$ cat config.mk
export PLATFORM = sky130hd
export DESIGN_NAME = pseq_top
export DESIGN_NICKNAME = d
export VERILOG_FILES = /design/src/rtl/pseq_pkg.sv /design/src/rtl/pseq_ret_stack.sv /design/src/rtl/pseq_flow_dec.sv /design/src/rtl/pseq_top.sv
export SDC_FILE = /design/constraint.sdc
export NUM_CORES = 1
export LEC_CHECK = 0
export BUFFER_PORTS_ARGS = -buffer_cell sky130_fd_sc_hd__buf_2
export CORE_MARGIN = 3
export CORE_UTILIZATION = 60
export DETAILED_ROUTE_END_ITERATION = 7
export PLACE_DENSITY_LB_ADDON = 0.15
export SLEW_MARGIN = 5
export SYNTH_ARGS = -nofsm -noshare
export SYNTH_HDL_FRONTEND = slang
export SYNTH_SLANG_ARGS = --single-unit
$ cat constraint.sdc
create_clock -name clk -period 5.65 [get_ports clk]
set_clock_uncertainty 0.2 [all_clocks]
set_input_delay 0.565 -clock clk [delete_from_list [all_inputs] [get_ports clk]]
set_output_delay 0.565 -clock clk [all_outputs]
set_load 0.005 [all_outputs]
$ cat src/rtl/pseq_pkg.sv
package pseq_pkg;

    typedef enum logic [3:0] {
        OP_IDLE  = 4'd0,
        OP_SEQ1  = 4'd1,
        OP_SEQ2  = 4'd2,
        OP_LJMP  = 4'd3,
        OP_LCALL = 4'd4,
        OP_SHORT = 4'd5,
        OP_RET   = 4'd6,
        OP_RETSK = 4'd7,
        OP_JIND  = 4'd8,
        OP_TBLQ  = 4'd9
    } op_e;

    typedef enum logic [1:0] {
        PH_RUN  = 2'd0,
        PH_JIND = 2'd1,
        PH_TBLQ = 2'd2
    } phase_e;

    localparam int BYTE_W = 8;

endpackage

$ cat src/rtl/pseq_ret_stack.sv
module pseq_ret_stack #(
    parameter int AW    = 11,
    parameter int DEPTH = 3
) (
    input  logic          clk,
    input  logic          rst_n,
    input  logic          push,
    input  logic          pop,
    input  logic [AW-1:0] push_val,
    output logic [AW-1:0] top
);
    logic [AW-1:0] lvl_q [DEPTH];
    logic [AW-1:0] lvl_d [DEPTH];

    for (genvar i = 0; i < DEPTH; i++) begin : g_lvl
        always_comb begin
            lvl_d[i] = lvl_q[i];
            if (push) begin
                if (i == 0) lvl_d[i] = push_val;
                else        lvl_d[i] = lvl_q[(i == 0) ? 0 : i-1];
            end else if (pop) begin
                if (i == DEPTH-1) lvl_d[i] = lvl_q[i];
                else              lvl_d[i] = lvl_q[(i == DEPTH-1) ? i : i+1];
            end
        end

        always_ff @(posedge clk or negedge rst_n) begin
            if (!rst_n) lvl_q[i] <= '0;
            else        lvl_q[i] <= lvl_d[i];
        end
    end

    assign top = lvl_q[0];

endmodule

$ cat src/rtl/pseq_flow_dec.sv
module pseq_flow_dec
    import pseq_pkg::*;
#(
    parameter int AW       = 11,
    parameter int PGW      = 6,
    parameter int BLKW     = 8,
    parameter int SUB_PAGE = 2
) (
    input  logic [AW-1:0]   pc,
    input  op_e             op,
    input  logic [7:0]      b0,
    input  logic [7:0]      b1,
    input  logic [7:0]      idx,
    input  logic            skip_req,
    input  logic [AW-1:0]   stk_top,
    output logic [AW-1:0]   pc_inc,
    output logic [AW-1:0]   target,
    output logic            push,
    output logic            pop,
    output logic            set_skip,
    output phase_e          next_ph
);
    localparam int PGN = AW - PGW;
    localparam logic [PGN-1:0] SUB_PG = PGN'(SUB_PAGE);
    localparam logic [PGN-2:0] SUB_HI = SUB_PG[PGN-1:1];
    localparam int LJW = AW - BLKW;

    logic [1:0]    len;
    logic          in_sub;
    logic          is_call1;

    always_comb begin
        case (op)
            OP_SEQ2, OP_LJMP, OP_LCALL: len = 2'd2;
            default:                    len = 2'd1;
        endcase
    end

    assign pc_inc   = pc + AW'(len);
    assign in_sub   = (pc[AW-1:PGW+1] == SUB_HI);
    assign is_call1 = !in_sub && (b0[7:6] == 2'b10);

    always_comb begin
        target   = pc_inc;
        push     = 1'b0;
        pop      = 1'b0;
        set_skip = 1'b0;
        next_ph  = PH_RUN;
        unique case (op)
            OP_SEQ1, OP_SEQ2: begin
                set_skip = skip_req;
            end
            OP_LJMP: begin
                target = {b0[LJW-1:0], b1};
            end
            OP_LCALL: begin
                target = {b0[LJW-1:0], b1};
                push   = 1'b1;
            end
            OP_SHORT: begin
                if (in_sub) begin
                    target = {pc[AW-1:PGW+1], b0[PGW:0]};
                end else if (is_call1) begin
                    target = {SUB_PG, b0[PGW-1:0]};
                    push   = 1'b1;
                end else begin
                    target = {pc[AW-1:PGW], b0[PGW-1:0]};
                end
            end
            OP_RET: begin
                target = stk_top;
                pop    = 1'b1;
            end
            OP_RETSK: begin
                target   = stk_top;
                pop      = 1'b1;
                set_skip = 1'b1;
            end
            OP_JIND: begin
                target  = {pc_inc[AW-1:BLKW], idx};
                next_ph = PH_JIND;
            end
            OP_TBLQ: begin
                target  = {pc_inc[AW-1:BLKW], idx};
                push    = 1'b1;
                next_ph = PH_TBLQ;
            end
            default: begin
                target = pc;
            end
        endcase
    end

endmodule

$ cat src/rtl/pseq_top.sv
module pseq_top
    import pseq_pkg::*;
#(
    parameter int AW       = 11,
    parameter int DEPTH    = 3,
    parameter int PGW      = 6,
    parameter int BLKW     = 8,
    parameter int SUB_PAGE = 2
) (
    input  logic          clk,
    input  logic          rst_n,
    input  logic [3:0]    op_kind,
    input  logic [7:0]    op_byte0,
    input  logic [7:0]    op_byte1,
    input  logic [7:0]    tbl_index,
    input  logic          skip_req,
    input  logic [7:0]    tbl_data,
    output logic [AW-1:0] rom_addr,
    output logic          lookup_busy,
    output logic          skip_pend,
    output logic          q_load,
    output logic [7:0]    q_data
);
    typedef struct packed {
        logic [AW-1:0] pc;
        phase_e        ph;
        logic          skip;
    } seq_t;

    seq_t st_d, st_q;

    op_e           op;
    logic [AW-1:0] dec_inc, dec_target, stk_top;
    logic          dec_push, dec_pop, dec_skip;
    phase_e        dec_ph;
    logic          stk_push, stk_pop;

    assign op = op_e'(op_kind);

    pseq_flow_dec #(
        .AW(AW), .PGW(PGW), .BLKW(BLKW), .SUB_PAGE(SUB_PAGE)
    ) dec_i (
        .pc       (st_q.pc),
        .op       (op),
        .b0       (op_byte0),
        .b1       (op_byte1),
        .idx      (tbl_index),
        .skip_req (skip_req),
        .stk_top  (stk_top),
        .pc_inc   (dec_inc),
        .target   (dec_target),
        .push     (dec_push),
        .pop      (dec_pop),
        .set_skip (dec_skip),
        .next_ph  (dec_ph)
    );

    pseq_ret_stack #(.AW(AW), .DEPTH(DEPTH)) stk_i (
        .clk      (clk),
        .rst_n    (rst_n),
        .push     (stk_push),
        .pop      (stk_pop),
        .push_val (dec_inc),
        .top      (stk_top)
    );

    always_comb begin
        st_d     = st_q;
        stk_push = 1'b0;
        stk_pop  = 1'b0;
        q_load   = 1'b0;
        unique case (st_q.ph)
            PH_RUN: begin
                if (op != OP_IDLE) begin
                    if (st_q.skip) begin
                        st_d.pc   = dec_inc;
                        st_d.skip = 1'b0;
                    end else begin
                        st_d.pc   = dec_target;
                        st_d.skip = dec_skip;
                        st_d.ph   = dec_ph;
                        stk_push  = dec_push;
                        stk_pop   = dec_pop;
                    end
                end
            end
            PH_JIND: begin
                st_d.pc = {st_q.pc[AW-1:BLKW], tbl_data};
                st_d.ph = PH_RUN;
            end
            PH_TBLQ: begin
                q_load  = 1'b1;
                stk_pop = 1'b1;
                st_d.pc = stk_top;
                st_d.ph = PH_RUN;
            end
            default: begin
                st_d.ph = PH_RUN;
            end
        endcase
    end

    always_ff @(posedge clk or negedge rst_n) begin
        if (!rst_n) begin
            st_q.pc   <= '0;
            st_q.ph   <= PH_RUN;
            st_q.skip <= 1'b0;
        end else begin
            st_q <= st_d;
        end
    end

    assign rom_addr    = st_q.pc;
    assign lookup_busy = (st_q.ph != PH_RUN);
    assign skip_pend   = st_q.skip;
    assign q_data      = tbl_data;

endmodule

# Word-level counts from Yosys, hierarchy flattened
# Cells that the tools add are included.
# totals
wordCells,77
input_bits,39
n_memories,0
output_inout_bits,22
reg_bits,47
mem_bits_rw,0
rom_bits,0
latch_bits,0
# classes
eq_ne,19
shifts,0
n_mux,27
n_lt_le_gt_ge,0
n_div,0
reduce_logical,20
mul,0
add_sub_neg,1
bitwise,1
# op_table
cell,n
$mux 11,7
$pmux 11 s5,1
$pmux 11 s3,1
$eq 4x3->1 const B,4
$mux 14,1
$add 11x2->11,1
$mux 1,10
$reduce_or 2->1,5
$eq 4x1->1 const B,2
$eq 4x2->1 const B,2
$eq 4x4->1 const B,2
$ne 7x5->1 const B,1
$mux 2,3
$pmux 1 s2,3
$reduce_and 6->1,1
$reduce_bool 2->1,3
$ne 5x3->1 const B,1
$reduce_and 5->1,1
$eq 2x2->1 const B,2
$ne 2x2->1 const B,2
$ne 4x3->1 const B,1
$ne 4x4->1 const B,1
$pmux 2 s2,1
$reduce_and 2->1,2
10 further kinds,10

# Depth between registers and ports, before layout
# depth
word_depth,10
depth_mapped,13

# Hierarchy
# From an unflattened synthesis, not the netlist that was laid out.
# unflattened
hier_cells,391
hier_area_um2,3721.1
# by_module_without_submodules
mod,n_inst,area_per_inst_um2,seq_area_each_um2,cells_each
pseq_ret_stack,1,1551.5,825.8,130
pseq_top,1,1133.6,350.3,118
pseq_flow_dec,1,1036.0,0.0,143

# Worst setup path after synthesis
# No wires, ideal clock.
# synth_timing
path_kind,input to register
start,in op_kind[1]
end,reg rom_addr[8] (netlist name)
setup_time_ps,121
slack_ps,2424
stages,13
arrival_ps,2905
cell_sequence,buf_6 buf_2 clkbuf_1 nand2_1 a21oi_1 inv_1 ha_1 fa_1 and4_1 nand4_1 xor2_1 a211oi_1 o22a_1
# synth_via
elab_chain_cells,8
word_cells_on_any_way,26
classes_between,add/sub: 1; eq/ne: 13; mux: 5; reduce/logical: 7
# synth_rtl
element,line_no,source
start: declaration,pseq_top.sv:12,"input logic [3:0] op_kind,"
$eq 4x2->1 or $eq 4x3->1 (tied branches),"pseq_flow_dec.sv:33, pseq_flow_dec.sv:49",
$reduce_or 3->1,pseq_flow_dec.sv:33,case (op)
$mux 2,pseq_flow_dec.sv:33,
$add 11x2->11,pseq_flow_dec.sv:39,assign pc_inc = pc + AW'(len);
$pmux 11 s5,pseq_flow_dec.sv:49,unique case (op)
$mux 11,pseq_top.sv:75,if (st_q.skip) begin
$mux 14,pseq_top.sv:74,if (op != OP_IDLE) begin
$pmux 11 s3,pseq_top.sv:72,unique case (st_q.ph)
# Several ways; a longest one is shown, not always the timed one. The select of a mux whose other input is x is not followed.
# A chain may end at the register's enable or synchronous reset.

# Final worst setup path
# layout_timing
start,in op_kind[1]
end,reg rom_addr[8] (netlist name)
# layout_via
elab_chain_cells,8
word_cells_on_any_way,26
classes_between,add/sub: 1; eq/ne: 13; mux: 5; reduce/logical: 7
# layout_rtl
element,line_no
$eq 4x2->1 or $eq 4x3->1 (tied branches),"pseq_flow_dec.sv:33, pseq_flow_dec.sv:49"
$reduce_or 3->1,pseq_flow_dec.sv:33
$mux 2,pseq_flow_dec.sv:33
$add 11x2->11,pseq_flow_dec.sv:39
$pmux 11 s5,pseq_flow_dec.sv:49
$mux 11,pseq_top.sv:75
$mux 14,pseq_top.sv:74
$pmux 11 s3,pseq_top.sv:72
# Several ways; a longest one is shown, not always the timed one. The select of a mux whose other input is x is not followed.

==> summary.md <==
| Metric | Value |
|---|---|
| Antenna diodes | 0 |
| Yosys synthesis warning count | 0 |
| Fin crit share | 56.1% |
| Routed vias | 2899 |
| Multi-input gate area | 1960 µm² |
| Seq cells post-synth | 47 |
| TritonCTS clock tree | built |
| Die area | 6750 µm² |
| Setup bufs post-CTS | 0 |
| Layout Utilization | 65.9% |
| Sequential area share after synthesis | 33.8% |
| Final Hold Vio Count | 0 |
| Async SR Flop Fraction | 100% |
| Worst relative slew slack | 28.6% |
| Clk_lat worst skew | 0.31 ns |
| Startpoint Class | input pin |
| Clock Sinks | 47 |
| Net count after synthesis | 394 |
| Mapped Cells | 348 |
| Count of port buffers added during placement | 60 |
| WL/cell | 20.1 µm |
| Most frequent cells in the layout | buf_2 (60), dfrtp_1 (47), mux2_1 (29) |
| WHS | 0.237 ns |
| H-tree levels | 2 |
| Synth Cell Area | 3480 µm² |
| Drt total wl | 8.91 mm |
| Maximum clock path buffer count | 2 |
| Critical Path End Type | flop |
| Slew @ Worst Pin | 1.07 ns |
| GPL Wtd Cong | 0.997 |
| Area Growth Syn to Fin | 5.46% |
| Minimum clock period | 3.17 ns |
| Place WS | 2.21 ns |
| Number of remaining DRC errors | 0 |
| Total global-route track usage | 27.6% |
| Met1 Use GR | 38.5% |
| Worst-path clk slew | 0.10 ns |
| Cell variety after synth | 60 |
| Layout Cell Area excl Fill | 3670 µm² |
| Die width | 82.2 µm |
| Clk root buf | clkbuf_8 |
| Kind of critical path | input pin to flop |
| Final ANT Viol Nets | 0 |
| Core box area | 5570 µm² |
| Worst EP required | 5.65 ns |
| DP HPWL | 6.49 mm |
| VDD IR max | 222 µV |
| Overall Power | 1.30 mW |
| CP cell instances | buf_2, nor2_1, nand2_1, a21oi_1, inv_1, ha_1, fa_1, and4_1, nand4_1, xor2_1, a211oi_1, o22a_1 |
| Fillers | 477 |
| Fmax | 316 MHz |
| DR iter-0 viols | 271 |
| Power per cell area | 354 nW/µm² |
| Reported max-cap violation count | 0 |
| Global routing met2 resource utilization | 42.5% |
| DR vias/cell | 6.53 |
| Initial antenna violation count | 0 |
| Lkg Pwr | 1.63 nW |
| CP arrival | 3.17 ns |
| Placement Cell Area | 3580 µm² |
| Rows | 27 |
| Outcome | completed |
| Post-CTS Resized | 0 |
| Final WS setup | 2.48 ns |
| Setup_tns | 0 ns |
| Finish-stage setup viols | 0 |
| Storage element area | 1180 µm² |
| Met3 Use GR | 4.56% |
| Number of synthesized flops with an enable pin | 0 |
| Final cell count without fillers | 444 |
| First-pass detailed-route iteration total | 5 |
| Initial core utilization | 62.5% |
| CP peak stage delay | 0.44 ns |
| Critical-path top delay cell | fa_1 |
| First-pass GRT wire length | 14.1 mm |
| Largest net degree at the start of global routing | 48 |
| Commonest non-fill, non-tap cell in the layout | buf_2 |
| Crit-path max FO | 28 |
| RSZ-0062 raised after global routing | no |
| Hold Path Class | input pin to asynchronous set/reset pin |
| Share of cells above drive strength 1 | 25.5% |
| Syn_area_per_cell | 10.0 µm² |
| Final Max Tran Viols | 0 |
| IO Count | 61 |
| Top FF cell, synth | dfrtp_1 |
| Vias in the first global route | 2722 |
| Die Ht | 82.2 µm |
| Placed cells | 436 |
| Reg2Reg Depth | 4 |
| Cts bufs inserted | 5 |
| GRT Residual Overflow | 0 |
| CTS Hold Buffers Added | 0 |
| Nets | 417 |
| GR peak layer | met2 |
-- final cells by class --
type                    instances  share of cell area [%]
multi-input cells             245                    53.4
repair buffers                 62                    8.59
clock buffers                   5                    1.87
clock inverters                 3                   0.613
flip-flops and latches         47                    32.0
inverters                      10                    1.02
well taps                      72                    2.45
-- worst paths after layout --
path | slack (ns) | endpoint | from
max | 2.48 | rom_addr[8]$_DFFE_PN0P_ | op_kind[1]
min | 0.24 | stk_i.lvl_q[2]$_DFFE_PN0P_ | rst_n
max reg2reg | 2.81 | stk_i.lvl_q[19]$_DFFE_PN0P_ | skip_pend$_DFFE_PN0P_
min reg2reg | 0.29 | stk_i.lvl_q[0]$_DFFE_PN0P_ | stk_i.lvl_q[0]$_DFFE_PN0P_
max in group asynchronous | 4.36 | rom_addr[0]$_DFFE_PN0P_ | rst_n
min in group clk | 0.29 | stk_i.lvl_q[0]$_DFFE_PN0P_ | stk_i.lvl_q[0]$_DFFE_PN0P_
-- per-layer routing --
| metal | vias up | share of wire, % | wire [µm] |
|---|---|---|---|
| met1 | 1395 | 43 | 3860 |
| met2 | 149 | 46 | 4120 |
| li1 | 1336 | - | - |
| met3 | 19 | 7.9 | 705 |
| met5 | - | 0 | 0 |
| met4 | 0 | 2.6 | 228 |
-- power breakdown --
part	switching, mW	internal, mW	total, mW
registers	0.156	0.474	0.630
clock network	0.128	0.0890	0.217
logic	0.213	0.240	0.454
total	0.497	0.803	1.30
-- logic make-up after synthesis --
kind of cell / after synthesis / synth area share (%)
AO/OA/AOI/OAI: 96 / 21.3
XOR/XNOR: 9 / 2.26
adder cells (fa/ha/maj): 7 / 2.73
buffers and inverters: 56 / 9.88
flip-flops: 47 / 33.8
multiplexers: 55 / 17.3
AND/OR/NAND/NOR: 78 / 12.8
-- cell usage after synthesis (4+ instances only) --
cell type | instances | share of area [%]
mux2i_1 | 14 | 4.0
buf_2 | 11 | 1.6
xor2_1 | 4 | 1.0
o21ai_0 | 10 | 1.4
mux2_1 | 29 | 9.4
nor2_1 | 14 | 1.5
mux2_2 | 12 | 3.9
a31oi_1 | 13 | 2.3
xnor2_1 | 5 | 1.3
a22o_1 | 12 | 3.0
a21oi_1 | 16 | 2.3
a221o_1 | 4 | 1.1
ha_1 | 6 | 2.2
nand2b_1 | 8 | 1.4
clkbuf_1 | 7 | 0.75
buf_6 | 6 | 1.9
nand2_1 | 21 | 2.3
buf_4 | 20 | 4.3
o221ai_1 | 6 | 1.5
dfrtp_1 | 47 | 34
a32oi_1 | 4 | 1.0
inv_1 | 10 | 1.1
nand3_1 | 9 | 1.3
nor3_1 | 6 | 0.86
a211oi_1 | 7 | 1.5
-- registers in the layout, indices dropped and copies added (netlist names) --
signal       cells
skip_pend        1
st_q             2
rom_addr        11
stk_i.top       11
stk_i.lvl_q     22
-- worst max-delay path, delay by kind of cell --
family | cells | cell delay [ns]
buf+inv | 2 | 0.35
xor+xnor | 1 | 0.19
compound gates | 3 | 0.60
fa+ha+maj | 2 | 0.65
simple gates | 4 | 0.80
No activity file was read; power rests on OpenSTA's default activity.
